==> src/rtl/csr_pkg.sv <==
package csr_pkg;

  typedef enum logic [2:0] {
    POL_RW    = 3'd0,
    POL_WONCE = 3'd1,
    POL_W1S   = 3'd2,
    POL_W1T   = 3'd3,
    POL_W0C   = 3'd4,
    POL_W0T   = 3'd5
  } policy_e;

  typedef enum logic [1:0] {
    FM_RESET = 2'd0,
    FM_FLUSH = 2'd1,
    FM_TX_EN = 2'd2,
    FM_RX_EN = 2'd3
  } fifo_mode_e;

  localparam int OFS_CTRL  = 0;
  localparam int OFS_STAT  = 1;
  localparam int OFS_EN    = 2;
  localparam int OFS_ONCE  = 3;
  localparam int OFS_MIX   = 4;
  localparam int OFS_RDCLR = 5;
  localparam int OFS_ID    = 6;
  localparam int NUM_REGS  = 7;

  function automatic policy_e mix_lane_policy(input int lane);
    case (lane)
      0:       return POL_W1S;
      1:       return POL_W1T;
      2:       return POL_W0C;
      default: return POL_W0T;
    endcase
  endfunction

endpackage

==> src/rtl/csr_field.sv <==
module csr_field #(
  parameter int               W     = 8,
  parameter logic [W-1:0]     RST   = '0,
  parameter csr_pkg::policy_e POL   = csr_pkg::POL_RW,
  parameter bit               RDCLR = 1'b0
) (
  input  logic         clk,
  input  logic         rst_n,
  input  logic         we,
  input  logic [W-1:0] wdata,
  input  logic         re,
  output logic [W-1:0] value
);
  import csr_pkg::*;

  logic [W-1:0] v_q, v_d;
  logic         wr_ok;

  generate
    if (POL == POL_WONCE) begin : g_once
      logic done_q;
      always_ff @(posedge clk or negedge rst_n) begin
        if (!rst_n)  done_q <= 1'b0;
        else if (we) done_q <= 1'b1;
      end
      assign wr_ok = we & ~done_q;

      once_hold_chk: assert property (@(posedge clk) disable iff (!rst_n)
        (done_q && we) |=> (v_q == $past(v_q)));
    end else begin : g_plain
      assign wr_ok = we;
    end
  endgenerate

  always_comb begin
    v_d = v_q;
    if (wr_ok) begin
      case (POL)
        POL_W1S: v_d = v_q | wdata;
        POL_W1T: v_d = v_q ^ wdata;
        POL_W0C: v_d = v_q & wdata;
        POL_W0T: v_d = v_q ^ ~wdata;
        default: v_d = wdata;
      endcase
    end
    if (RDCLR && re) v_d = '0;
  end

  always_ff @(posedge clk or negedge rst_n) begin
    if (!rst_n)              v_q <= RST;
    else if (wr_ok || re)    v_q <= v_d;
  end

  assign value = v_q;

  generate
    if (RDCLR) begin : g_rdclr_chk

      rdclr_once_chk: assert property (@(posedge clk) disable iff (!rst_n)
        re |=> (v_q == '0));
    end
  endgenerate
endmodule

==> src/rtl/csr_irq.sv <==
module csr_irq #(
  parameter int N = 8
) (
  input  logic         clk,
  input  logic         rst_n,
  input  logic [N-1:0] event_in,
  input  logic         stat_we,
  input  logic         en_we,
  input  logic [N-1:0] wdata,
  output logic [N-1:0] stat,
  output logic [N-1:0] en,
  output logic         irq
);
  logic [N-1:0] stat_q, stat_d, en_q;

  always_comb begin
    stat_d = stat_q;
    if (stat_we) stat_d = stat_d & ~wdata;
    stat_d = stat_d | event_in;
  end

  always_ff @(posedge clk or negedge rst_n) begin
    if (!rst_n) stat_q <= '0;
    else        stat_q <= stat_d;
  end

  always_ff @(posedge clk or negedge rst_n) begin
    if (!rst_n)     en_q <= '0;
    else if (en_we) en_q <= wdata;
  end

  assign stat = stat_q;
  assign en   = en_q;
  assign irq  = |(stat_q & en_q);


  event_wins_chk: assert property (@(posedge clk) disable iff (!rst_n)
    (event_in != '0) |=> ((stat_q & $past(event_in)) == $past(event_in)));


  irq_mask_chk: assert property (@(posedge clk) disable iff (!rst_n)
    (en_q == '0) |-> !irq);
endmodule

==> src/rtl/csr_bank.sv <==
module csr_bank #(
  parameter int          DW   = 32,
  parameter int          AW   = 4,
  parameter int          NIRQ = 8,
  parameter logic [31:0] CTRL_RST = 32'h2000_1C8C,
  parameter logic [31:0] MIX_RST  = 32'h00FF_0000,
  parameter logic [31:0] ID_VAL   = 32'h5A17_0C3E
) (
  input  logic            clk,
  input  logic            rst_n,
  input  logic            req_valid,
  input  logic            req_write,
  input  logic [AW-1:0]   req_addr,
  input  logic [DW-1:0]   req_wdata,
  input  logic [NIRQ-1:0] hw_event,
  output logic [DW-1:0]   rsp_rdata,
  output logic            irq,
  output logic [1:0]      fifo_mode
);
  import csr_pkg::*;

  localparam int LANES = 4;
  localparam int BW    = DW / LANES;
  localparam int PAD   = DW - NIRQ;

  logic [NUM_REGS-1:0] wr_hit, rd_hit;
  logic [DW-1:0]       ctrl_v, once_v, mix_v, rc_v, rd_mux, rdata_q;
  logic [NIRQ-1:0]     stat_v, en_v;

  generate
    for (genvar i = 0; i < NUM_REGS; i++) begin : g_dec
      assign wr_hit[i] = req_valid &  req_write & (req_addr == AW'(i));
      assign rd_hit[i] = req_valid & ~req_write & (req_addr == AW'(i));
    end
  endgenerate

  csr_field #(.W(DW), .RST(CTRL_RST[DW-1:0]), .POL(POL_RW), .RDCLR(1'b0)) u_ctrl (
    .clk(clk), .rst_n(rst_n), .we(wr_hit[OFS_CTRL]), .wdata(req_wdata),
    .re(1'b0), .value(ctrl_v));

  csr_field #(.W(DW), .RST('0), .POL(POL_WONCE), .RDCLR(1'b0)) u_once (
    .clk(clk), .rst_n(rst_n), .we(wr_hit[OFS_ONCE]), .wdata(req_wdata),
    .re(1'b0), .value(once_v));

  csr_field #(.W(DW), .RST('0), .POL(POL_RW), .RDCLR(1'b1)) u_rdclr (
    .clk(clk), .rst_n(rst_n), .we(wr_hit[OFS_RDCLR]), .wdata(req_wdata),
    .re(rd_hit[OFS_RDCLR]), .value(rc_v));

  generate
    for (genvar k = 0; k < LANES; k++) begin : g_mix
      csr_field #(.W(BW), .RST(MIX_RST[k*BW +: BW]), .POL(mix_lane_policy(k)),
                  .RDCLR(1'b0)) u_lane (
        .clk(clk), .rst_n(rst_n), .we(wr_hit[OFS_MIX]),
        .wdata(req_wdata[k*BW +: BW]), .re(1'b0), .value(mix_v[k*BW +: BW]));
    end
  endgenerate

  csr_irq #(.N(NIRQ)) u_irq (
    .clk(clk), .rst_n(rst_n), .event_in(hw_event),
    .stat_we(wr_hit[OFS_STAT]), .en_we(wr_hit[OFS_EN]),
    .wdata(req_wdata[NIRQ-1:0]), .stat(stat_v), .en(en_v), .irq(irq));

  always_comb begin
    if      (req_addr == AW'(OFS_CTRL))  rd_mux = ctrl_v;
    else if (req_addr == AW'(OFS_STAT))  rd_mux = {{PAD{1'b0}}, stat_v};
    else if (req_addr == AW'(OFS_EN))    rd_mux = {{PAD{1'b0}}, en_v};
    else if (req_addr == AW'(OFS_ONCE))  rd_mux = once_v;
    else if (req_addr == AW'(OFS_MIX))   rd_mux = mix_v;
    else if (req_addr == AW'(OFS_RDCLR)) rd_mux = rc_v;
    else if (req_addr == AW'(OFS_ID))    rd_mux = ID_VAL[DW-1:0];
    else                                 rd_mux = '0;
  end

  always_ff @(posedge clk or negedge rst_n) begin
    if (!rst_n)                       rdata_q <= '0;
    else if (req_valid && !req_write) rdata_q <= rd_mux;
  end

  assign rsp_rdata = rdata_q;
  assign fifo_mode = ctrl_v[29:28];


  unmapped_zero_chk: assert property (@(posedge clk) disable iff (!rst_n)
    (req_valid && !req_write && (req_addr >= AW'(NUM_REGS))) |=> (rsp_rdata == '0));


  rdata_hold_chk: assert property (@(posedge clk) disable iff (!rst_n)
    !(req_valid && !req_write) |=> (rsp_rdata == $past(rsp_rdata)));


  id_const_chk: assert property (@(posedge clk) disable iff (!rst_n)
    rd_hit[OFS_ID] |=> (rsp_rdata == ID_VAL[DW-1:0]));
endmodule

==> config.mk <==
export PLATFORM = sky130hd
export DESIGN_NAME = csr_bank
export DESIGN_NICKNAME = d
export VERILOG_FILES = /design/src/rtl/csr_pkg.sv /design/src/rtl/csr_field.sv /design/src/rtl/csr_irq.sv /design/src/rtl/csr_bank.sv
export SDC_FILE = /design/constraint.sdc
export NUM_CORES = 1
export LEC_CHECK = 0
export CORE_ASPECT_RATIO = 1.5
export CORE_MARGIN = 1.5
export CORE_UTILIZATION = 45
export CTS_CLUSTER_DIAMETER = 120
export DETAILED_ROUTE_END_ITERATION = 16
export HOLD_SLACK_MARGIN = 0.08
export PLACE_DENSITY = 0.67
export SETUP_SLACK_MARGIN = 0.02
export SLEW_MARGIN = 30
export SYNTH_ARGS = -nofsm -noshare
export SYNTH_HDL_FRONTEND = slang
export SYNTH_SLANG_ARGS = --single-unit
==> constraint.sdc <==
create_clock -name clk -period 3.7 [get_ports clk]
set_input_delay 0.74 -clock clk [delete_from_list [all_inputs] [get_ports clk]]
set_output_delay 0.74 -clock clk [all_outputs]
set_load 0.02 [all_outputs]
# ---- Word level (Yosys, flattened, before mapping)
# Index checks and enable logic that the tools add are counted.
dict set report word_totals {
  output_inout_bits 35
  input_bits 48
  ff_bits 177
}
dict set report classes {
  n_bitwise 21
  n_eq_ne 6
  muxes 10
  n_reduce_logical 7
}
# op count
set ops {}
lappend ops {{$mux 32} 8}
lappend ops {{$mux 31} 1}
lappend ops {{$and 8x8->8} 3}
lappend ops {{$not 8->8} 2}
lappend ops {{$or 8x8->8} 2}
lappend ops {{$xor 8x8->8} 2}
lappend ops {{$eq 4x3->1 const B} 3}
lappend ops {{$and 1x1->1} 10}
lappend ops {{$eq 4x2->1 const B} 2}
lappend ops {{$mux 8} 1}
lappend ops {{$reduce_or 8->1} 1}
lappend ops {{$eq 4x1->1 const B} 1}
lappend ops {{$logic_not 4->1} 1}
lappend ops {{$not 1->1} 2}
lappend ops {{$reduce_and 2->1} 1}
lappend ops {{$reduce_bool 2->1} 1}
lappend ops {{$logic_and 1x1->1} 1}
lappend ops {{$logic_not 1->1} 1}
lappend ops {{$logic_or 1x1->1} 1}

# ---- Longest topological paths before layout
# Gate-level depths: netlist of run 1.
dict set report logic_depth {
  depth_word 8
  depth_mapped 7
}

# ---- Cells and area by module
# Synthesis of run 1 repeated with hierarchy kept, for this count alone.
dict set report hier_totals {
  cells_unflattened 681
  hier_area_um2 8625.8
}
# mod instances cells_per_inst seq_area_each_um2 area_each_um2
set modules_own_cells {}
lappend modules_own_cells {csr_bank 1 302 800.8 2697.6}
lappend modules_own_cells {{csr_field (u_once)} 1 71 825.8 1390.1}
lappend modules_own_cells {{csr_field (u_ctrl)} 1 68 809.5 1353.8}
lappend modules_own_cells {{csr_field (u_rdclr)} 1 103 800.8 1323.8}
lappend modules_own_cells {csr_irq 1 47 400.4 663.1}
lappend modules_own_cells {{csr_field (g_mix[3].u_lane)} 1 24 200.2 320.3}
lappend modules_own_cells {{csr_field (g_mix[1].u_lane)} 1 25 200.2 305.3}
lappend modules_own_cells {{csr_field (g_mix[2].u_lane)} 1 24 210.2 300.3}
lappend modules_own_cells {{csr_field (g_mix[0].u_lane)} 1 17 200.2 271.5}

# ---- Worst setup path before layout of run 1
# No wires, ideal clock.
dict set report synth_path {
  path_type {input to register}
  startpoint {input port req_addr[1]}
  endpoint {register u_ctrl.v_q[1], in the netlist u_ctrl.value[1]}
  path_buffers 2
  slack_ns 1.713
  cell_stages 5
  arrival_ns 1.862
  setup_time_ns 0.125
  required_time_ns 3.575
  path_cell_list {nor4_2 -> nor2b_1 -> clkbuf_2 -> buf_4 -> mux2_2}
}
dict set report synth_between {
  elab_chain_cells 2
}
# item line
set synth_rtl {}
lappend synth_rtl {{start: declaration} csr_bank.sv:13} ;# input logic [AW-1:0] req_addr,
lappend synth_rtl {{$logic_not 4->1} csr_bank.sv:32} ;# assign wr_hit[i] = req_valid & req_write & (req_addr == AW'(i));
lappend synth_rtl {{$and 1x1->1} csr_bank.sv:32}
lappend synth_rtl {{end signal: assignment} csr_field.sv:51} ;# else if (wr_ok || re) v_q <= v_d;
lappend synth_rtl {{end: declaration} csr_field.sv:16} ;# logic [W-1:0] v_q, v_d;
# No other way between the ends.
# A chain may end at the register's enable or synchronous reset.

# ---- Worst setup path after layout of run 1
dict set report layout_path {
  startpoint {input port req_addr[2]}
  endpoint {register g_mix[3].u_lane.v_q[2]}
}
dict set report layout_between {
  elab_chain_cells 2
}
# item line
set layout_rtl {}
lappend layout_rtl {{$eq 4x3->1} csr_bank.sv:32}
lappend layout_rtl {{$and 1x1->1} csr_bank.sv:32}
lappend layout_rtl {{end signal: assignment} csr_field.sv:51}
lappend layout_rtl {{end: declaration} csr_field.sv:16}
# No other way between the ends.

==> implementation parameters, run 1 <==
Parameter                              Value

Timing
  Final-report hold violation count ... 0
  Unrepaired setup endpoints after global routing ... false
  Worst hold slack ... roughly 380 ps
  Count of final max-slew check failures ... 0
  Pin slew with the least headroom to its limit ... 840 ps
  Shortest period the worst path allows ... ~2600 ps
  Final worst path period share ... 0.716
  Number of setup violations in the final report ... 0
  Relative slew margins ... 0.440
  Final worst clock skew ... 8.44 ps
  Top achievable clock speed ... between 0.3 and 0.4 GHz
  Final total negative setup slack ... 0 ps

Status
  Run status ... finished, final reports clean

Power and ir drop
  Portion of total power attributed to the clock network ... 0.352
  Sequential fraction of design power ... 0.493
  Post-layout power ... between 4 and 5 mW
  Internal portion of total power ... roughly 3.7 mW
  Total power divided by cell area ... between 500 and 600 mW/mm2
  Lkg Pwr ... around 4.2 nW
  Share of total power in combinational logic ... 0.155
  Largest vdd supply drop ... approximately 0.00028 V
  Switching component of the power ... ~1.3 mW
  Net switching fraction of the power ... 0.263

Worst hold path
  Worst Hold Class ... primary input to async pin

Floorplanning
  IO Pins ... between 80 and 90
  Die ar. ... approximately 0.018 mm2
  Row Count ... ~60
  Die Width ... ~110 um
  Initial cell density of the core ... 0.457
  Floorplan core area ... between 0.015 and 0.02 mm2
  Chip height ... roughly 160 um

Critical path
  Crit path max fanout ... 19
  Register-to-Register Path Depth ... 3
  Crit path kind ... primary input to flip-flop
  Critical path capture point type ... flip-flop
  Critical R2R Launch ... u_once.g_once.done_q$_DFFE_PN0N_
  Required time at the worst-slack endpoint ... around 4000 ps
  Launch point of the critical path ... req_addr[2]
  Kind of start point of the critical path ... primary input
  Data arrival time at the worst-slack endpoint ... between 2000 and 3000 ps

Clock tree
  TritonCTS clock tree ... built
  Clock H-tree levels ... 4
  Number of buffers added for setup after CTS ... 0
  Clock transition at the registers of the reported paths ... ~70 ps
  Clock root buffer master ... clkbuf_16
  Hold Buf Count CTS ... 0
  Clock sink count ... 177
  Number of gates resized after cts ... 0
  Worst-skew pair later-pin latency ... around 420 ps
  Number of buffers inserted during clock tree synthesis ... 17
  Longest Clk Path Bufs ... 2

GRT
  Number of antenna violations at the first check in global routing ... 0
  GRT Residual Overflow ... 0
  Overall routing resource usage ... 0.222
  Vias in the first global route ... between 5000 and 6000
  First-pass GRT wire length ... around 32000 um
  Maximum number of pins on one net before global-route repair ... 90

Yosys
  Proportion of synthesized flip-flops having asynchronous set or reset ... 1.00
  Number of flops mapped to enable cells by yosys ... 0
  Mapped Avg Cell Area ... 12.0 um2
  Most used standard cell by instance count after synthesis ... dfrtp_1
  Net count after synthesis ... 702
  Count of different cell masters after synthesis ... 47
  Top post-synthesis cells by area ... dfrtp_1 52%, mux2_2 9.3%, dfstp_2 5.0%
  Synthesized instance count ... about 650
  Share of Yosys cell area claimed by the top area cell type ... 0.515
  Yosys reg bits ... 177
  YS warnings ... 0
  Fraction of the yosys area taken by sequential cells ... 0.565
  Post-synthesis cell type with the largest combined area ... dfrtp_1
  Cell area after synthesis ... a little under 0.008 mm2
  Most used standard cells in the synthesized netlist ... 162 x dfrtp_1, 65 x mux2_2, 43 x a21oi_1
  Flip-flop cell with the highest count after synthesis ... dfrtp_1

Placement
  Instance count after placement with tap cells included ... just over 900
  Weighted congestion reported at the end of routability-driven placement ... approximately 0.83
  Port Buffers ... slightly above 80
  DP HPWL ... 12900 um

Final layout
  Number of fillers in the final layout ... ~1500
  Layout cell share with drive strength beyond 1 ... 0.198
  Final net count ... around 780
  Diodes inserted ... 0
  Area delta synth->final ... 20.3%
  Utilization of the core after routing ... 0.550
  Finished Layout Cells ... ~950

Route
  Drt drc ... 0
  Number of nets with antenna violations after routing ... 0
  Overall via count from detail_route ... ~5600
  Routed vias/inst ... roughly 5.9
  Violation count after the first detailed-route iteration ... roughly 400
  Number of detailed-routing iterations run before antenna repair ... 7
  Routed length per instance ... between 20 and 25 um
  Final WL ... 19500 um

Flow run
  # Max-Cap Violations ... 0
[stage by stage]
step,setup slack (ps),area (um2)
3_3_place_gp,725,8890
2_1_floorplan,1710,7870
4_1_cts,1090,9460
6_report,1050,9460
5_1_grt,864,9460
3_5_place_dp,665,8890
[path summary, 6_finish.rpt]
kind | end | slack, ps
worst min-delay path | u_rdclr.value[25]$_DFFE_PN0P_ | 380
max in group asynchronous | g_mix[2].u_lane.value[3]$_DFFE_PN1P_ | 2380
worst min register to register | g_mix[0].u_lane.value[5]$_DFFE_PN0P_ | 460
min in group clk | g_mix[0].u_lane.value[5]$_DFFE_PN0P_ | 460
worst max-delay path | g_mix[3].u_lane.value[2]$_DFFE_PN0P_ | 1050
worst max register to register | u_once.value[12]$_DFFE_PN0P_ | 2320
[cells by family after synthesis]
| family | share of synthesized area |
|---|---|
| AOI/OAI and AO/OA | 0.159 |
| and+or+nand+nor | 0.103 |
| muxes | 0.121 |
| xor gates and xnor gates | 0.0178 |
| buffers and inverters | 0.0331 |
| DFF | 0.565 |
[area by class of cell]
| class | instances | area [um2] | area share |
|---|---|---|---|
| multi-input cells | 426 | 3170 | 0.336 |
| clock buffers | 21 | 470 | 0.0497 |
| flip-flops and latches | 177 | 4450 | 0.470 |
| well taps | 213 | 267 | 0.0282 |
| repair buffers | 106 | 997 | 0.105 |
| clock inverters | 11 | 104 | 0.0110 |
[sequential cells by signal, summed over array words and instances, names as in the netlist]
| name | count |
|---|---|
| g_mix.u_lane.value | 32 |
| rsp_rdata | 32 |
| u_ctrl.value | 32 |
| u_irq.en | 8 |
| u_irq.stat | 8 |
| u_once.g_once.done_q | 1 |
| u_once.value | 32 |
| u_rdclr.value | 32 |
[cells in the final DEF (no fill, tap or decap), types with 4 or more instances in the layout]
cell type	netlist	routed
a211o_1	8	8
a21o_1	16	16
a21oi_1	43	43
a221o_1	4	4
a22o_1	34	34
a22oi_1	12	12
a2bb2oi_1	4	4
a31oi_1	16	16
and3_1	15	15
buf_4	9	24
clkbuf_16	0	17
clkdlybuf4s50_1	0	80
clkinv_2	0	4
dfrtp_1	162	162
dfstp_2	15	15
mux2_1	7	7
mux2_2	65	65
mux2i_1	14	14
nand2_1	30	30
nand2b_1	28	28
nand3_1	9	9
nand3b_1	8	8
nor2_1	33	32
nor2b_1	9	7
o21a_1	8	8
o22ai_1	5	5
o2bb2ai_1	14	14
xnor2_1	8	8
xor2_1	8	8
[per-layer routing]
metal | global-route usage | up-vias | wire length [um]
met2 | 0.392 | 160 | 10100
met3 | 0.0371 | 23 | 770
met1 | 0.275 | 2906 | 8230
met5 | 0 | - | 0
li1 | - | 2526 | -
met4 | 0.0804 | 0 | 402
[critical path: stages]
cell	delay [ps]
clkdlybuf4s50_1	890
nand4b_1	300
or3_1	650
nor2_1	210
xor2_1	180
[power by group through the flow]
stage | clock network [mW] | logic [mW] | registers, mW
3_3_place_gp | 0 | 0.747 | 2.46
4_1_cts | 1.78 | 0.778 | 2.44
2_1_floorplan | 0 | 0.435 | 2.47
6_report | 1.75 | 0.767 | 2.45
3_5_place_dp | 0 | 0.775 | 2.48
5_1_grt | 1.85 | 0.841 | 2.49
No activity file was read; power rests on OpenSTA's default activity.
==> run 2: changes to the inputs <==
==> constraint.sdc (replaced) <==
create_clock -name clk -period 2.76 [get_ports clk]
set_input_delay 0.552 -clock clk [delete_from_list [all_inputs] [get_ports clk]]
set_output_delay 0.552 -clock clk [all_outputs]
set_load 0.02 [all_outputs]
==> run 2 against run 1 <==
Against the previous run: sequential power is 34% higher; register-to-register slack worse by 910 ps; global-route usage is 0.49 points higher; combinational power is 36% higher; critical endpoint is now irq; sequential share of layout area is 0.60 points lower; cell count is 0.84% higher; routed wire length is 1.3% higher.
==> implementation parameters, run 2 (synthesis results as in run 1) <==
Parameter                              Value

GRT
  Overall routing resource usage ... 0.227
  Vias in the first global route ... roughly 6100
  Number of antenna violations at the first check in global routing ... 0
  Maximum number of pins on one net before global-route repair ... 77
  First-pass GRT wire length ... 32500 um
  GRT Residual Overflow ... 0

Clock tree
  TritonCTS clock tree ... built
  Longest Clk Path Bufs ... 2
  Number of buffers inserted during clock tree synthesis ... 17
  Worst-skew pair later-pin latency ... around 420 ps
  Clock H-tree levels ... 4
  Hold Buf Count CTS ... 0
  Number of buffers added for setup after CTS ... 0
  Number of gates resized after cts ... 0
  Clock transition at the registers of the reported paths ... roughly 70 ps
  Clock sink count ... ~180
  Clock root buffer master ... clkbuf_16

Route
  Overall via count from detail_route ... between 5000 and 6000
  Routed length per instance ... slightly above 20 um
  Final WL ... ~20000 um
  Violation count after the first detailed-route iteration ... 271
  Drt drc ... 0
  Routed vias/inst ... a little under 6
  Number of nets with antenna violations after routing ... 0
  Number of detailed-routing iterations run before antenna repair ... 6

Critical path
  Critical path capture point type ... output port
  Slowest library cell on the worst path ... clkdlybuf4s50_1
  Critical R2R Launch ... u_once.g_once.done_q$_DFFE_PN0N_
  Crit path kind ... flip-flop to output port
  Cells traversed along the worst timing path ... a22oi_1 > nand4_1 > clkdlybuf4s50_1
  Longest individual stage delay on the worst path ... approximately 570 ps
  R2R setup slack ... 1410 ps
  Kind of start point of the critical path ... flip-flop
  Required time at the worst-slack endpoint ... around 2200 ps
  Launch point of the critical path ... u_irq.stat[1]$_DFF_PN0_
  Crit path max fanout ... 3
  Data arrival time at the worst-slack endpoint ... 1760 ps

Placement
  Weighted congestion reported at the end of routability-driven placement ... between 0.8 and 0.9
  Pre-CTS setup slack ... between 150 and 200 ps
  Placement-stage cell area ... around 0.009 mm2
  Port Buffers ... between 80 and 90
  DP HPWL ... roughly 13000 um

Final layout
  Fin area ... about 0.0096 mm2
  Area occupied by multi-input gates ... ~0.0032 mm2
  Sequential Area ... 0.00445 mm2
  Layout cell share with drive strength beyond 1 ... 0.208
  Final net count ... around 780
  Utilization of the core after routing ... 0.557
  Most common cell after layout, fill and taps aside ... dfrtp_1
  Diodes inserted ... 0
  Number of fillers in the final layout ... ~1500
  Area delta synth->final ... 21.8%
  Commonest non-fill, non-tap cells in the layout ... 162 x dfrtp_1, 80 x clkdlybuf4s50_1, 65 x mux2_2

Timing
  Final worst path period share ... 0.837
  Final-report hold violation count ... 0
  Top achievable clock speed ... approximately 0.43 GHz
  Final total negative setup slack ... 0 ps
  Number of setup violations in the final report ... 0
  Count of final max-slew check failures ... 0
  Final worst clock skew ... between 8 and 9 ps
  Relative slew margins ... 0.411
  Final worst setup slack ... approximately 450 ps
  Shortest period the worst path allows ... 2310 ps
  Pin slew with the least headroom to its limit ... 882 ps
  Worst hold slack ... approximately 110 ps
  Unrepaired setup endpoints after global routing ... false

Floorplanning
  Chip height ... approximately 160 um
  Initial cell density of the core ... 0.457
  Die ar. ... about 0.018 mm2
  Row Count ... just under 60
  Floorplan core area ... around 0.017 mm2
  Die Width ... 111 um
  IO Pins ... between 80 and 90

Power and ir drop
  Portion of total power attributed to the clock network ... 0.367
  Share of total power in combinational logic ... 0.152
  Lkg Pwr ... around 4.3 nW
  Switching component of the power ... 1.86 mW
  Total power divided by cell area ... between 700 and 800 mW/mm2
  Internal portion of total power ... 4.97 mW
  Largest vdd supply drop ... about 0.00040 V
  Net switching fraction of the power ... 0.272
  Sequential fraction of design power ... 0.481

Flow run
  # Max-Cap Violations ... 0

Status
  Run status ... finished, final reports clean

Worst hold path
  Worst Hold Class ... primary input to async pin
-- run 2: changes by cell type in the layout (fill, tap and decap cells not counted), sizes merged --
| cell | change |
|---|---|
| clkinv | -3 |
| clkbuf | -4 |
| inv | +6 |
| buf | +8 |
| bufinv | +1 |
-- run 2: layout make-up --
cell class	count	area share
Clock buffer	17	0.0444
Sequential cell	177	0.464
Timing Repair Buffer	114	0.113
Tap cell	213	0.0278
Multi-Input combinational cell	426	0.331
Clock inverter	15	0.0193
-- run 2: path summary, 6_finish.rpt --
path | cells after the start | end
setup reg to reg | 3 | u_once.value[11]$_DFFE_PN0P_
hold / removal | 1 | u_ctrl.value[25]$_DFFE_PN0P_
setup / recovery | 3 | irq
hold reg to reg | 1 | g_mix[0].u_lane.value[6]$_DFFE_PN0P_
min in group clk | 1 | g_mix[0].u_lane.value[6]$_DFFE_PN0P_
max in group asynchronous | 2 | u_ctrl.value[10]$_DFFE_PN1P_
-- run 2: critical path: cells and delay by family (launching register included) --
kind	cells	cell delay [ps]
AND/OR/NAND/NOR	1	140
buffers and inverters	1	570
AO/OA/AOI/OAI	1	210
flip-flops	1	420
-- run 2: metrics by stage --
stage / cells / total power [mW]
2_1_floorplan: 654 / 3.90
4_1_cts: 962 / 6.87
3_5_place_dp: 930 / 4.37
5_1_grt: 962 / 7.13
3_3_place_gp: 930 / 4.32
6_report: 962 / 6.84
-- run 2: per-layer routing --
layer  vias up  part of all wire  global-route usage
met4         0             0.019              0.0758
met3        26             0.041              0.0341
met1      2920              0.42               0.280
met5         -                 0                   0
met2       159              0.52               0.408
li1       2544                 -                   -
-- run 2: power groups by stage --
stage | logic, mW | clock network (mW) | registers, mW
detailed placement | 1.05 | 0 | 3.32
global route | 1.13 | 2.66 | 3.34
floorplan | 0.584 | 0 | 3.31
global placement | 1.01 | 0 | 3.30
CTS | 1.05 | 2.54 | 3.28
finish | 1.04 | 2.51 | 3.29
==> run 3: changes to the inputs <==
--- a/config.mk
+++ b/config.mk
@@ -11,7 +11,7 @@
 export CTS_CLUSTER_DIAMETER = 120
 export DETAILED_ROUTE_END_ITERATION = 16
 export HOLD_SLACK_MARGIN = 0.08
-export PLACE_DENSITY = 0.67
+export PLACE_DENSITY = 0.69
 export SETUP_SLACK_MARGIN = 0.02
 export SLEW_MARGIN = 30
 export SYNTH_ARGS = -nofsm -noshare
==> constraint.sdc (replaced) <==
create_clock -name clk -period 2 [get_ports clk]
set_input_delay 0.4 -clock clk [delete_from_list [all_inputs] [get_ports clk]]
set_output_delay 0.4 -clock clk [all_outputs]
set_load 0.02 [all_outputs]
==> run 3 against run 2 <==
Against the previous run: cell area up 3.9%; total power up 37%; flip-flop and latch count unchanged; combinational power up 43%; routed wire length up 0.60%; via count up 2.5%; hold slack better by 310 ps; register-to-register slack worse by 680 ps; global-route usage up 0.26 points; cell count up 3.7%; critical path type unchanged; critical endpoint unchanged; largest power group unchanged.
==> implementation parameters, run 3 (synthesis results as in run 1) <==
Parameter                              Value

Status
  Run status ... finished, final reports clean

GRT
  Vias in the first global route ... roughly 6200
  Maximum number of pins on one net before global-route repair ... between 60 and 70
  Overall routing resource usage ... 0.229
  First-pass GRT wire length ... about 33000 um
  Number of antenna violations at the first check in global routing ... 0
  GRT Residual Overflow ... 0

Floorplanning
  Die Width ... roughly 110 um
  Row Count ... 59
  Floorplan core area ... approximately 0.017 mm2
  IO Pins ... 83
  Initial cell density of the core ... 0.457
  Die ar. ... about 0.018 mm2
  Chip height ... between 150 and 200 um

Route
  Routed vias/inst ... a little under 6
  Number of nets with antenna violations after routing ... 0
  Violation count after the first detailed-route iteration ... 308
  Drt drc ... 0
  Number of detailed-routing iterations run before antenna repair ... 5
  Overall via count from detail_route ... 5789
  Routed length per instance ... 19.9 um
  Final WL ... ~20000 um

Clock tree
  TritonCTS clock tree ... built
  Longest Clk Path Bufs ... 2
  Worst-skew pair later-pin latency ... between 400 and 500 ps
  Clock root buffer master ... clkbuf_16
  Clock sink count ... about 180
  Number of buffers inserted during clock tree synthesis ... 17
  Clock H-tree levels ... 4
  Clock transition at the registers of the reported paths ... approximately 70 ps

Final layout
  Area occupied by multi-input gates ... 0.00319 mm2
  Area delta synth->final ... 26.5%
  Number of fillers in the final layout ... roughly 1400
  Commonest non-fill, non-tap cells in the layout ... 162 x dfrtp_1, 78 x clkdlybuf4s50_1, 65 x mux2_2
  Final net count ... between 800 and 900
  Layout cell share with drive strength beyond 1 ... 0.246
  Utilization of the core after routing ... 0.579
  Sequential Area ... 0.00445 mm2
  Diodes inserted ... 0
  Fin area ... about 0.010 mm2
  Finished Layout Cells ... approximately 1000
  Most common cell after layout, fill and taps aside ... dfrtp_1

Timing
  Number of setup violations in the final report ... 0
  Worst hold slack ... between 400 and 500 ps
  Final total negative setup slack ... 0 ps
  Pin slew with the least headroom to its limit ... 447 ps
  Final worst clock skew ... 8.04 ps
  Unrepaired setup endpoints after global routing ... false
  Count of final max-slew check failures ... 0
  Final-report hold violation count ... 0
  Relative slew margins ... 0.701
  Shortest period the worst path allows ... between 1500 and 2000 ps
  Top achievable clock speed ... 0.519 GHz
  Final worst path period share ... 0.963
  Final worst setup slack ... approximately 74 ps

Power and ir drop
  Internal portion of total power ... 6.83 mW
  Portion of total power attributed to the clock network ... 0.357
  Largest vdd supply drop ... between 0.0004 and 0.0005 V
  Share of total power in combinational logic ... 0.159
  Post-layout power ... about 9.4 mW
  Lkg Pwr ... 4.48 nW
  Sequential fraction of design power ... 0.484
  Net switching fraction of the power ... 0.271
  Total power divided by cell area ... 941 mW/mm2
  Switching component of the power ... between 2 and 3 mW

Flow run
  # Max-Cap Violations ... 0

Critical path
  Crit path kind ... flip-flop to output port
  Longest individual stage delay on the worst path ... approximately 420 ps
  Data arrival time at the worst-slack endpoint ... about 1500 ps
  Critical path capture point type ... output port
  Required time at the worst-slack endpoint ... roughly 1600 ps
  Cells traversed along the worst timing path ... a22oi_2 > nand4_1 > dlygate4sd2_1
  Slowest library cell on the worst path ... dfrtp_1
  Crit path max fanout ... 3
  Kind of start point of the critical path ... flip-flop

Placement
  Placement-stage cell area ... 0.00933 mm2
  Pre-CTS setup slack ... -362 ps
  Weighted congestion reported at the end of routability-driven placement ... 0.847
  DP HPWL ... ~13000 um
  Port Buffers ... between 80 and 90
  Instance count after placement with tap cells included ... about 970

Worst hold path
  Worst Hold Class ... primary input to async pin
[run 3: power by group through the flow]
stage	clock network (mW)	registers (mW)	logic [mW]
after floorplan	0	4.57	0.805
after detailed placement	0	4.58	1.50
final	3.35	4.53	1.49
after CTS	3.40	4.52	1.51
after global placement	0	4.55	1.45
after global routing	3.54	4.61	1.63
[run 3: what timing repair did]
| action | in CTS | in global routing |
|---|---|---|
| resized for setup | 2 | 3 |
| buffers inserted | 0 | 0 |
| endpoints found under the hold margin | 25 | 0 |
| hold buffers | 1 | 0 |
| setup endpoints to repair | 2 | 6 |
[run 3: path summary, 6_finish.rpt]
path	to	cells past startpoint	slack, ps	from
min in group clk	rsp_rdata[5]$_DFFE_PN0P_	3	430	req_addr[0]
min reg2reg	g_mix[2].u_lane.value[2]$_DFFE_PN1P_	1	460	g_mix[2].u_lane.value[2]$_DFFE_PN1P_
max	irq	3	70	u_irq.stat[1]$_DFF_PN0_
min	rsp_rdata[25]$_DFFE_PN0P_	2	420	rst_n
max in group asynchronous	g_mix[2].u_lane.value[3]$_DFFE_PN1P_	3	890	rst_n
max reg2reg	u_once.value[1]$_DFFE_PN0P_	3	730	u_once.g_once.done_q$_DFFE_PN0N_
[run 3: routing by layer]
layer	up-vias	GRT usage	routed length, um
met5	-	0	0
met4	0	0.0886	461
met3	35	0.0407	859
met2	174	0.396	10100
met1	2964	0.288	8380
li1	2616	-	-
[run 3: final cells by class]
class / instances / share of cell area
multi-input combinational: 426 / 0.320
sequential: 177 / 0.447
tap: 213 / 0.0268
timing repair buffer: 150 / 0.146
clock inverter: 13 / 0.0148
clock buffer: 19 / 0.0455
[run 3: critical path, delay by kind of cell (launching register included)]
kind                   cells  cell delay [ps]
DFF                        1              420
AOI/OAI and AO/OA          1              220
buffers and inverters      1              340
and+or+nand+nor            1              120
